[src/rtl/dbgScanPkg.sv]
package dbgScanPkg;

  localparam int DATA_W = 32;
  localparam int ADDR_W = 5;
  localparam int NUM_WP = 2;

  localparam int DBG_CTRL_W  = 3;
  localparam int DBG_STAT_W  = 5;
  localparam int COMM_CTRL_W = 6;
  localparam int WP_CVAL_W   = 9;
  localparam int WP_CMASK_W  = 8;

  localparam logic [4:0] ADR_DBG_CTRL  = 5'b00000;
  localparam logic [4:0] ADR_DBG_STAT  = 5'b00001;
  localparam logic [4:0] ADR_COMM_CTRL = 5'b00100;
  localparam logic [4:0] ADR_COMM_DATA = 5'b00101;

  localparam logic [2:0] OFF_ADDR_VAL  = 3'd0;
  localparam logic [2:0] OFF_ADDR_MASK = 3'd1;
  localparam logic [2:0] OFF_DATA_VAL  = 3'd2;
  localparam logic [2:0] OFF_DATA_MASK = 3'd3;
  localparam logic [2:0] OFF_CTRL_VAL  = 3'd4;
  localparam logic [2:0] OFF_CTRL_MASK = 3'd5;

  typedef struct packed {
    logic commit;
    logic load;
    logic shift;
  } scanStrobe_t;

endpackage

[src/rtl/dbgScanCtrl.sv]
module dbgScanCtrl
  import dbgScanPkg::*;
(
  input  logic        captureDr,
  input  logic        shiftDr,
  input  logic        updateDr,
  output scanStrobe_t stb
);

  // Update wins over capture, capture wins over shift.
  always_comb begin
    stb.commit = updateDr;
    stb.load   = captureDr && !updateDr;
    stb.shift  = shiftDr && !captureDr && !updateDr;
  end

endmodule

[src/rtl/dbgScanData.sv]
module dbgScanData
  import dbgScanPkg::*;
#(
  parameter int DW = DATA_W,
  parameter int AW = ADDR_W,
  parameter int NW = NUM_WP
) (
  input  logic                  tck,
  input  logic                  trstN,
  input  logic                  tdi,
  input  scanStrobe_t           stb,
  output logic                  tdo,
  output logic [DBG_CTRL_W-1:0] dbgCtrl,
  output logic [DBG_STAT_W-1:0] dbgStatus,
  output logic [COMM_CTRL_W-1:0] commCtrl,
  output logic [DW-1:0]         commData,
  output logic [NW*DW-1:0]      wpAddrVal,
  output logic [NW*DW-1:0]      wpAddrMask,
  output logic [NW*DW-1:0]      wpDataVal,
  output logic [NW*DW-1:0]      wpDataMask,
  output logic [NW*WP_CVAL_W-1:0]  wpCtrlVal,
  output logic [NW*WP_CMASK_W-1:0] wpCtrlMask
);

  localparam int FRAME_W  = DW + AW + 1;
  localparam int FLAG_POS = FRAME_W - 1;
  localparam int OFF_W    = 3;

  logic [FRAME_W-1:0] frame;
  logic [AW-1:0]      readSel;
  logic [DW-1:0]      rdData;

  logic          frameWrite;
  logic [AW-1:0] frameAddr;
  logic [DW-1:0] frameData;
  logic          wrEn;

  assign frameWrite = frame[FLAG_POS];
  assign frameAddr  = frame[DW +: AW];
  assign frameData  = frame[DW-1:0];
  assign wrEn       = stb.commit && frameWrite;
  assign tdo        = frame[0];

  // Shift frame: capture load or serial shift; untouched on commit.
  always_ff @(posedge tck or negedge trstN) begin
    if (!trstN) begin
      frame <= '0;
    end else if (stb.load) begin
      frame <= {1'b0, readSel, rdData};
    end else if (stb.shift) begin
      frame <= {tdi, frame[FRAME_W-1:1]};
    end
  end

  // Read selection moves only on a read commit.
  always_ff @(posedge tck or negedge trstN) begin
    if (!trstN) begin
      readSel <= '0;
    end else if (stb.commit && !frameWrite) begin
      readSel <= frameAddr;
    end
  end

  // Debug and communications registers.
  always_ff @(posedge tck or negedge trstN) begin
    if (!trstN) begin
      dbgCtrl   <= '0;
      dbgStatus <= '0;
      commCtrl  <= '0;
      commData  <= '0;
    end else if (wrEn) begin
      if (frameAddr == AW'(ADR_DBG_CTRL))  dbgCtrl   <= frameData[DBG_CTRL_W-1:0];
      if (frameAddr == AW'(ADR_DBG_STAT))  dbgStatus <= frameData[DBG_STAT_W-1:0];
      if (frameAddr == AW'(ADR_COMM_CTRL)) commCtrl  <= frameData[COMM_CTRL_W-1:0];
      if (frameAddr == AW'(ADR_COMM_DATA)) commData  <= frameData;
    end
  end

  logic [DW-1:0] wpRd [NW];

  // One register set per watchpoint, each set on its own 8-address block.
  for (genvar w = 0; w < NW; w++) begin : g_wp
    localparam logic [AW-1:0] BASE = AW'((w + 1) * 8);
    logic [DW-1:0]          av, am, dv, dm;
    logic [WP_CVAL_W-1:0]   cv;
    logic [WP_CMASK_W-1:0]  cm;
    logic                   wrHit, rdHit;

    assign wrHit = wrEn && (frameAddr[AW-1:OFF_W] == BASE[AW-1:OFF_W]);
    assign rdHit = (readSel[AW-1:OFF_W] == BASE[AW-1:OFF_W]);

    always_ff @(posedge tck or negedge trstN) begin
      if (!trstN) begin
        av <= '0; am <= '0; dv <= '0; dm <= '0; cv <= '0; cm <= '0;
      end else if (wrHit) begin
        case (frameAddr[OFF_W-1:0])
          OFF_ADDR_VAL:  av <= frameData;
          OFF_ADDR_MASK: am <= frameData;
          OFF_DATA_VAL:  dv <= frameData;
          OFF_DATA_MASK: dm <= frameData;
          OFF_CTRL_VAL:  cv <= frameData[WP_CVAL_W-1:0];
          OFF_CTRL_MASK: cm <= frameData[WP_CMASK_W-1:0];
          default: ;
        endcase
      end
    end

    always_comb begin
      wpRd[w] = '0;
      if (rdHit) begin
        case (readSel[OFF_W-1:0])
          OFF_ADDR_VAL:  wpRd[w] = av;
          OFF_ADDR_MASK: wpRd[w] = am;
          OFF_DATA_VAL:  wpRd[w] = dv;
          OFF_DATA_MASK: wpRd[w] = dm;
          OFF_CTRL_VAL:  wpRd[w] = DW'(cv);
          OFF_CTRL_MASK: wpRd[w] = DW'(cm);
          default:       wpRd[w] = '0;
        endcase
      end
    end

    assign wpAddrVal[w*DW +: DW]                  = av;
    assign wpAddrMask[w*DW +: DW]                 = am;
    assign wpDataVal[w*DW +: DW]                  = dv;
    assign wpDataMask[w*DW +: DW]                 = dm;
    assign wpCtrlVal[w*WP_CVAL_W +: WP_CVAL_W]    = cv;
    assign wpCtrlMask[w*WP_CMASK_W +: WP_CMASK_W] = cm;
  end

  // Read-back multiplexer, zero for unmapped addresses.
  always_comb begin
    rdData = '0;
    case (readSel)
      AW'(ADR_DBG_CTRL):  rdData = DW'(dbgCtrl);
      AW'(ADR_DBG_STAT):  rdData = DW'(dbgStatus);
      AW'(ADR_COMM_CTRL): rdData = DW'(commCtrl);
      AW'(ADR_COMM_DATA): rdData = commData;
      default:            rdData = '0;
    endcase
    for (int w = 0; w < NW; w++) rdData = rdData | wpRd[w];
  end

  // Assertions
  p_shift_order_r2: assert property (@(posedge tck) disable iff (!trstN)
    stb.shift |=> (frame[FLAG_POS] == $past(tdi)) && (tdo == $past(frame[1])));

  p_hold_no_update_r4: assert property (@(posedge tck) disable iff (!trstN)
    !stb.commit |=> $stable(dbgCtrl) && $stable(dbgStatus) && $stable(commCtrl) &&
                    $stable(commData) && $stable(wpAddrVal) && $stable(wpAddrMask) &&
                    $stable(wpDataVal) && $stable(wpDataMask) && $stable(wpCtrlVal) &&
                    $stable(wpCtrlMask));

  p_read_no_write_r5: assert property (@(posedge tck) disable iff (!trstN)
    (stb.commit && !frameWrite) |=> $stable(commData) && $stable(wpAddrVal) &&
                    $stable(wpDataMask) && $stable(dbgCtrl) && $stable(wpCtrlVal));

  p_capture_comm_r6: assert property (@(posedge tck) disable iff (!trstN)
    (stb.load && readSel == AW'(ADR_COMM_DATA)) |=>
      (frameData == commData) && !frameWrite && (frameAddr == AW'(ADR_COMM_DATA)));

  p_zero_extend_r7: assert property (@(posedge tck) disable iff (!trstN)
    (stb.load && readSel == AW'(ADR_DBG_CTRL)) |=> (frameData[DW-1:DBG_CTRL_W] == '0));

  p_unmapped_zero_r8: assert property (@(posedge tck) disable iff (!trstN)
    (stb.load && readSel == AW'(5'b00010)) |=> (frameData == '0));

  p_update_keeps_frame_r11: assert property (@(posedge tck) disable iff (!trstN)
    stb.commit |=> $stable(frame));

endmodule

[src/rtl/dbgScanPort.sv]
module dbgScanPort
  import dbgScanPkg::*;
#(
  parameter int DW = DATA_W,
  parameter int AW = ADDR_W,
  parameter int NW = NUM_WP
) (
  input  logic                     tck,
  input  logic                     trstN,
  input  logic                     tdi,
  input  logic                     captureDr,
  input  logic                     shiftDr,
  input  logic                     updateDr,
  output logic                     tdo,
  output logic [DBG_CTRL_W-1:0]    dbgCtrl,
  output logic [DBG_STAT_W-1:0]    dbgStatus,
  output logic [COMM_CTRL_W-1:0]   commCtrl,
  output logic [DW-1:0]            commData,
  output logic [NW*DW-1:0]         wpAddrVal,
  output logic [NW*DW-1:0]         wpAddrMask,
  output logic [NW*DW-1:0]         wpDataVal,
  output logic [NW*DW-1:0]         wpDataMask,
  output logic [NW*WP_CVAL_W-1:0]  wpCtrlVal,
  output logic [NW*WP_CMASK_W-1:0] wpCtrlMask
);

  scanStrobe_t stb;

  dbgScanCtrl u_ctrl (
    .captureDr (captureDr),
    .shiftDr   (shiftDr),
    .updateDr  (updateDr),
    .stb       (stb)
  );

  dbgScanData #(.DW(DW), .AW(AW), .NW(NW)) u_data (
    .tck        (tck),
    .trstN      (trstN),
    .tdi        (tdi),
    .stb        (stb),
    .tdo        (tdo),
    .dbgCtrl    (dbgCtrl),
    .dbgStatus  (dbgStatus),
    .commCtrl   (commCtrl),
    .commData   (commData),
    .wpAddrVal  (wpAddrVal),
    .wpAddrMask (wpAddrMask),
    .wpDataVal  (wpDataVal),
    .wpDataMask (wpDataMask),
    .wpCtrlVal  (wpCtrlVal),
    .wpCtrlMask (wpCtrlMask)
  );

endmodule

[config.mk]
export PLATFORM = sky130hd
export DESIGN_NAME = dbgScanPort
export DESIGN_NICKNAME = d
export VERILOG_FILES = /design/src/rtl/dbgScanPkg.sv /design/src/rtl/dbgScanCtrl.sv /design/src/rtl/dbgScanData.sv /design/src/rtl/dbgScanPort.sv
export SDC_FILE = /design/constraint.sdc
export NUM_CORES = 1
export LEC_CHECK = 0
export BUFFER_PORTS_ARGS = -buffer_cell sky130_fd_sc_hd__buf_2
export CORE_AREA = 2 2 174 210
export CTS_CLUSTER_DIAMETER = 150
export CTS_CLUSTER_SIZE = 16
export DETAILED_ROUTE_END_ITERATION = 16
export DIE_AREA = 0 0 176 212
export HOLD_SLACK_MARGIN = 0.03
export PLACE_DENSITY_LB_ADDON = 0.3
export SLEW_MARGIN = 10
export SYNTH_ARGS = -nofsm -noshare
export SYNTH_HDL_FRONTEND = slang
export SYNTH_SLANG_ARGS = --single-unit
[constraint.sdc]
create_clock -name tck -period 2 [get_ports tck]
set_input_delay 0.3 -clock tck [delete_from_list [all_inputs] [get_ports tck]]
set_output_delay 0.3 -clock tck [all_outputs]
set_load 0.02 [all_outputs]
**Word level (Yosys, flattened, before mapping)**

Index checks and enable logic that the tools add are counted.

- Flip-flop bits (word level): 379
- Bits of input ports: 6
- Output and inout port bits: 337
- Logic and storage cells: 78

- Equality and inequality tests: 20
- Muxes and demuxes: 7
- Bitwise gates (word level): 2
- Reduce and logical (&&, ||, !) cells: 31

Operator list:

| kind | number |
|---|---|
| 32-bit one-hot mux with 6 select lines | 2 |
| 32-bit one-hot mux with 4 select lines | 1 |
| 38-bit 2-to-1 mux | 2 |
| 32-bit 2-to-1 mux | 2 |
| 32-bit OR | 2 |
| 2-bit AND reduction | 16 |
| 5-bit by 3-bit == test with 1-bit output (second input constant) | 4 |
| 3-bit by 2-bit == test with 1-bit output (second input constant) | 4 |
| 3-bit == test (second input constant) | 4 |
| 5-bit by 1-bit == test with 1-bit output (second input constant) | 2 |
| 5-bit zero test | 2 |
| 1-bit logical AND | 7 |
| 3-bit by 1-bit == test with 1-bit output (second input constant) | 2 |
| 3-bit zero test | 2 |
| 2-bit by 1-bit == test with 1-bit output (second input constant) | 2 |
| 2-bit == test (second input constant) | 2 |
| 1-bit zero test | 3 |
| 2-bit nonzero test | 1 |

**Depth between registers and ports, before layout**

- Depth after elaboration: 6
- Gate-level depth with buffers: 8
- Depth with buffers taken out: 5

**Hierarchy**

From an unflattened synthesis, not the netlist that was laid out.

- Cell total of the unflattened synthesis: 1,298
- Area, all modules: 17,533.1 um^2

By module, submodules not included:

| module | instances | cells an instance | area each (um^2) | seq. area each (um^2) |
|---|---|---|---|---|
| dbgScanData | 1 | 1,295 | 17,506.8 | 9,484.1 |
| dbgScanCtrl | 1 | 3 | 26.3 | 0.0 |

**Least setup slack after synthesis**

OpenSTA, ideal clock, no wires.

- Path type: reg-to-reg
- Start: register u_data.readSel[0]
- End: register u_data.frame[15]
- Setup time: 0.136 ns
- Arrival time: 1.681 ns
- Data required time: 1.864 ns
- Path slack: 0.184 ns
- Stages on the path, launching flop included: 6
- Path buffers: 2
- Clock period less this slack: 1.816 ns
- Cells stage by stage: dfrtp_1 -> buf_4 -> buf_4 -> mux4_2 -> a221oi_1 -> o21ai_0

- Cells in the longest elaborated chain, start to end: 6
- Elaborated cells between the ends (all ways): 18
- Those cells by class: eq/ne (8); mux (6); bitwise (2); reduce/logical (2)

Ends and longest elaborated chain:

| what | RTL line | text |
|---|---|---|
| start, declared | dbgScanData.sv:30 | `logic [AW-1:0] readSel;` |
| start signal, assigned | dbgScanData.sv:60 | `readSel <= frameAddr;` |
| 3-bit == test, or another cell as far along | dbgScanData.sv:111 | `case (readSel[OFF_W-1:0])` |
| 32-bit one-hot mux with 6 select lines | dbgScanData.sv:111 |  |
| 32-bit 2-to-1 mux | dbgScanData.sv:110 | `if (rdHit) begin` |
| 32-bit OR | dbgScanData.sv:141 | `for (int w = 0; w < NW; w++) rdData = rdData \| wpRd[w];` |
| 32-bit OR (*) | dbgScanData.sv:141 |  |
| 38-bit 2-to-1 mux (*) | dbgScanData.sv:48 | `end else if (stb.load) begin` |
| end signal, assigned | dbgScanData.sv:49 | `frame <= {1'b0, readSel, rdData};` |
| end signal, assigned | dbgScanData.sv:51 | `frame <= {tdi, frame[FRAME_W-1:1]};` |
| end, declared | dbgScanData.sv:29 | `logic [FRAME_W-1:0] frame;` |

Mark *: on every way between the ends. The rest lies on a longest branch, timed or not.
A chain may end at the register's enable or synchronous reset.

**Worst setup path in the final report**

- Start: register u_data.readSel[0]
- End: register u_data.frame[5]

The elaborated chain is that of the path after synthesis.

==> metrics.log <==
[metrics] result of the run: completed
[metrics] ys async rst share: 100%
[metrics] total routing usage reported by global routing: around 28%
[metrics] clock latency reported for the late side of the worst-skew pair: 570 ps
[metrics] relative max-transition margin: 51.2%
[metrics] post-detailed-routing wire length: 53,100 um
[metrics] type of destination of the critical path: flip-flop
[metrics] area of the mapped netlist: between 0.015 and 0.02 sq mm
[metrics] main area contributors after synthesis: dfrtp_1 (55%), mux2_2 (22%), mux4_2 (6.5%)
[metrics] count of final hold-check violations: 0
[metrics] area of the placeable core: 0.0355 sq mm
[metrics] Hold Startpoint: updateDr
[metrics] initial standard-cell utilization of the core: roughly half
[metrics] upper clock frequency limit: slightly above 500 MHz
[metrics] r2r setup slk: 40 ps
[metrics] critical path data arrival time: 2390 ps
[metrics] initial detailed-routing violation count: between 900 and 1k
[metrics] Worst Hold Margin: approximately 90 ps
[metrics] Max Clock Skew: 21.5 ps
[metrics] initial antenna violation count: 1
[metrics] worst reg2reg path endpoint: u_data.frame[5]
[metrics] iteration count of the initial detailed-routing pass: 7
[metrics] LEAKAGE: ~11 nW
[metrics] count of different cell masters after synthesis: 42
[metrics] mean instance size in the synthesized netlist: 13.7 sq um
[metrics] maximum level of the CTS H-tree: 1
[metrics] post-synthesis share of cell area spent on and, or, nand and nor gates: 3.95%
[metrics] Area Overhead vs Synth: 19.6%
[metrics] share of cells above drive strength 1: 54.1%
[metrics] final instance area: just over 0.02 sq mm
[metrics] Primary FF master, synth: dfrtp_1
[metrics] WHS Path Cells: 3
[metrics] R2R cell count: 6
[metrics] Synth Area in Adders: 0%
[metrics] maximum number of pins on one net before global-route repair: 79
[metrics] reg2reg start: u_data.readSel[0]
[metrics] I/O pin count: 343
[metrics] worst supply voltage drop on vdd: 0.000787 V
[metrics] number of flops mapped to enable cells by yosys: 0
[metrics] Die Width: 176 um
[metrics] Worst Hold Class: input pin to flip-flop
[metrics] Vias per Instance: 6.07
[metrics] worst setup path category: flip-flop to flip-flop
[metrics] Clock Tree Buf Depth: 3
[metrics] sequential element share of the synthesized area: between 50% and 60%
[metrics] cell row count: 76
[metrics] # setup viols final: 0
[metrics] CTS Root Buffer Type: clkbuf_16
[metrics] clock input transition at the sequential cells of the worst setup and hold paths: about 70 ps
[metrics] Max FO, Critical Path: 13
[metrics] die area: 0.0373 sq mm
[metrics] cells after synthesis: 1,263
[metrics] Fin Setup TNS: 0 ps
[metrics] post-detailed-route count of antenna-violating nets: 0
[metrics] commonest non-fill, non-tap cell in the layout: dfrtp_1
[metrics] Yosys reg bits: 379
[metrics] dominant combinational cell family by area after synthesis: multiplexers
[metrics] P per Cell Area: roughly 950 mW/mm^2
[metrics] startpoint types: flip-flop
[metrics] max-cap viol count: 0
[metrics] number of global-route vias before repair: 12.8k
[metrics] Yosys top cell by area: dfrtp_1
[metrics] share of cell area taken by muxes after synthesis: 30.3%
[metrics] pins over their slew limit: 0
[metrics] final weighted congestion of routability-driven global placement: 0.869
[metrics] y dimension of the die: 212 um
[metrics] Remaining Overflow, GRT: 0
[metrics] number of sinks handled by clock tree synthesis: 379
[metrics] Avg WL per Cell: 25.8 um
[metrics] Mapped Nets: 1,269
[metrics] TritonCTS clock tree: yes
[metrics] total number of yosys warnings: 0
[metrics] wire length of the first global-routing pass: 79,500 um
[metrics] required time at the worst-slack endpoint: 2430 ps
[metrics] Post-route DRC: 0
[metrics] routed vias: ~12k
[metrics] fraction of synthesized cell area in xor and xnor cells: 0%
[metrics] area share of the largest cell type after synthesis: between 50% and 60%
[metrics] commonest non-fill, non-tap cells in the layout: dfrtp_1 (376), mux2_2 (341), buf_2 (341)
[metrics] sink of the worst hold path: u_data.frame[37]
[metrics] Detailed Place HPWL: 35,400 um
[metrics] complex-gate fraction of the synthesized area: 7.82%
[metrics] Buffers on Ports: 342
[metrics] area post-placement: ~0.020 sq mm
[metrics] time the worst path needs with I/O delays and setup: 1960 ps
[metrics] clock buffer count from CTS: 27
[metrics] Tightest Pin Transition: 731 ps
[metrics] share of the clock period used by the worst path: 98.1%
[metrics] layout net count: 1,596
[power breakdown]
part | switching, mW | internal (mW)
Combinational | 3.01 | 2.18
Clock | 2.58 | 2.40
Sequential | 1.07 | 8.50
Total | 6.66 | 13.1
[flip-flops by register name, summed over array words and instances (netlist names), 5 cells and up]
register          count
u_data.g_wp.am       64
u_data.commData      32
u_data.frame         38
u_data.commCtrl       6
u_data.dbgStatus      5
u_data.g_wp.cm       16
u_data.readSel        5
u_data.g_wp.cv       18
u_data.g_wp.dm       64
u_data.g_wp.av       64
u_data.g_wp.dv       64
[worst max-delay path: stages (launching register included)]
cell      delay, ps
dfrtp_4         500
clkbuf_4        190
nor3b_1         150
and2_2          280
buf_4           230
a221oi_1        340
a21oi_1         120
[synth_stat cells, types with 3 or more instances]
cell type	count
and3_1	7
nor2b_1	32
nand3_1	7
nor2_2	5
nand2_1	30
mux2_1	9
o22ai_1	16
a32oi_1	5
a31oi_1	9
a21oi_1	51
inv_1	4
nor2_1	33
clkbuf_1	69
mux2i_1	19
o21ai_0	43
buf_2	38
mux4_2	50
a211oi_1	9
o22a_1	9
and2_1	3
nand2b_1	6
a22oi_1	28
dfrtp_1	379
buf_4	7
o211ai_1	3
a221oi_1	25
buf_6	4
mux2_2	341
[layer usage]
layer  vias to the layer above  part of all wire [%]  GRT usage [%]
met3                        83                   7.7           5.60
met5                         -                     0              0
met4                         0                   2.4           7.81
met1                      6561                    41           37.6
met2                       528                    49           46.9
li1                       5326                     -              -
[cell families after synthesis]
group                  count (synthesis)
AOI/OAI and AO/OA                    207
buffers and inverters                125
DFF                                  379
muxes                                419
and+or+nand+nor                      133
[per-stage QoR]
stage	power [mW]	setup WS [ps]	instances	utilization, %
finish	19.7	37.9	2060	58.5
global route	20.5	-7.43	2059	58.5
CTS	19.7	4.08	2054	58.3
detailed placement	14.8	37.8	2022	56.3
global placement	14.7	97.5	2022	56.3
floorplan	12.6	184	1263	-
[area by class of cell]
| type | count | area, sq um |
|---|---|---|
| antenna | 1 | 2.50 |
| tap | 468 | 586 |
| multi-input combinational | 759 | 7340 |
| inverter | 5 | 18.8 |
| timing repair buffer | 418 | 2620 |
| clock inverter | 2 | 16.3 |
| clock buffer | 28 | 679 |
| fill | 2936 | 14700 |
| sequential | 379 | 9490 |
[what timing repair did]
action,4_1_cts,5_1_grt
hold endpoints to repair,78,0
resized for setup,0,3
setup buffers,0,4
endpoints found under the setup margin,0,18
hold buffers,2,0
[worst max path at each step]
stage,from,endpoint,slack (ps),cells after the start
CTS,u_data.readSel[0],u_data.frame[19],4,4
global route,u_data.readSel[0],u_data.frame[1],-7,7
floorplan,u_data.readSel[0],u_data.frame[15],180,5
detailed placement,u_data.readSel[0],u_data.frame[30],40,4
finish,u_data.readSel[0],u_data.frame[5],40,6
global placement,u_data.readSel[0],u_data.frame[17],100,4
No activity file was read; power rests on OpenSTA's default activity.
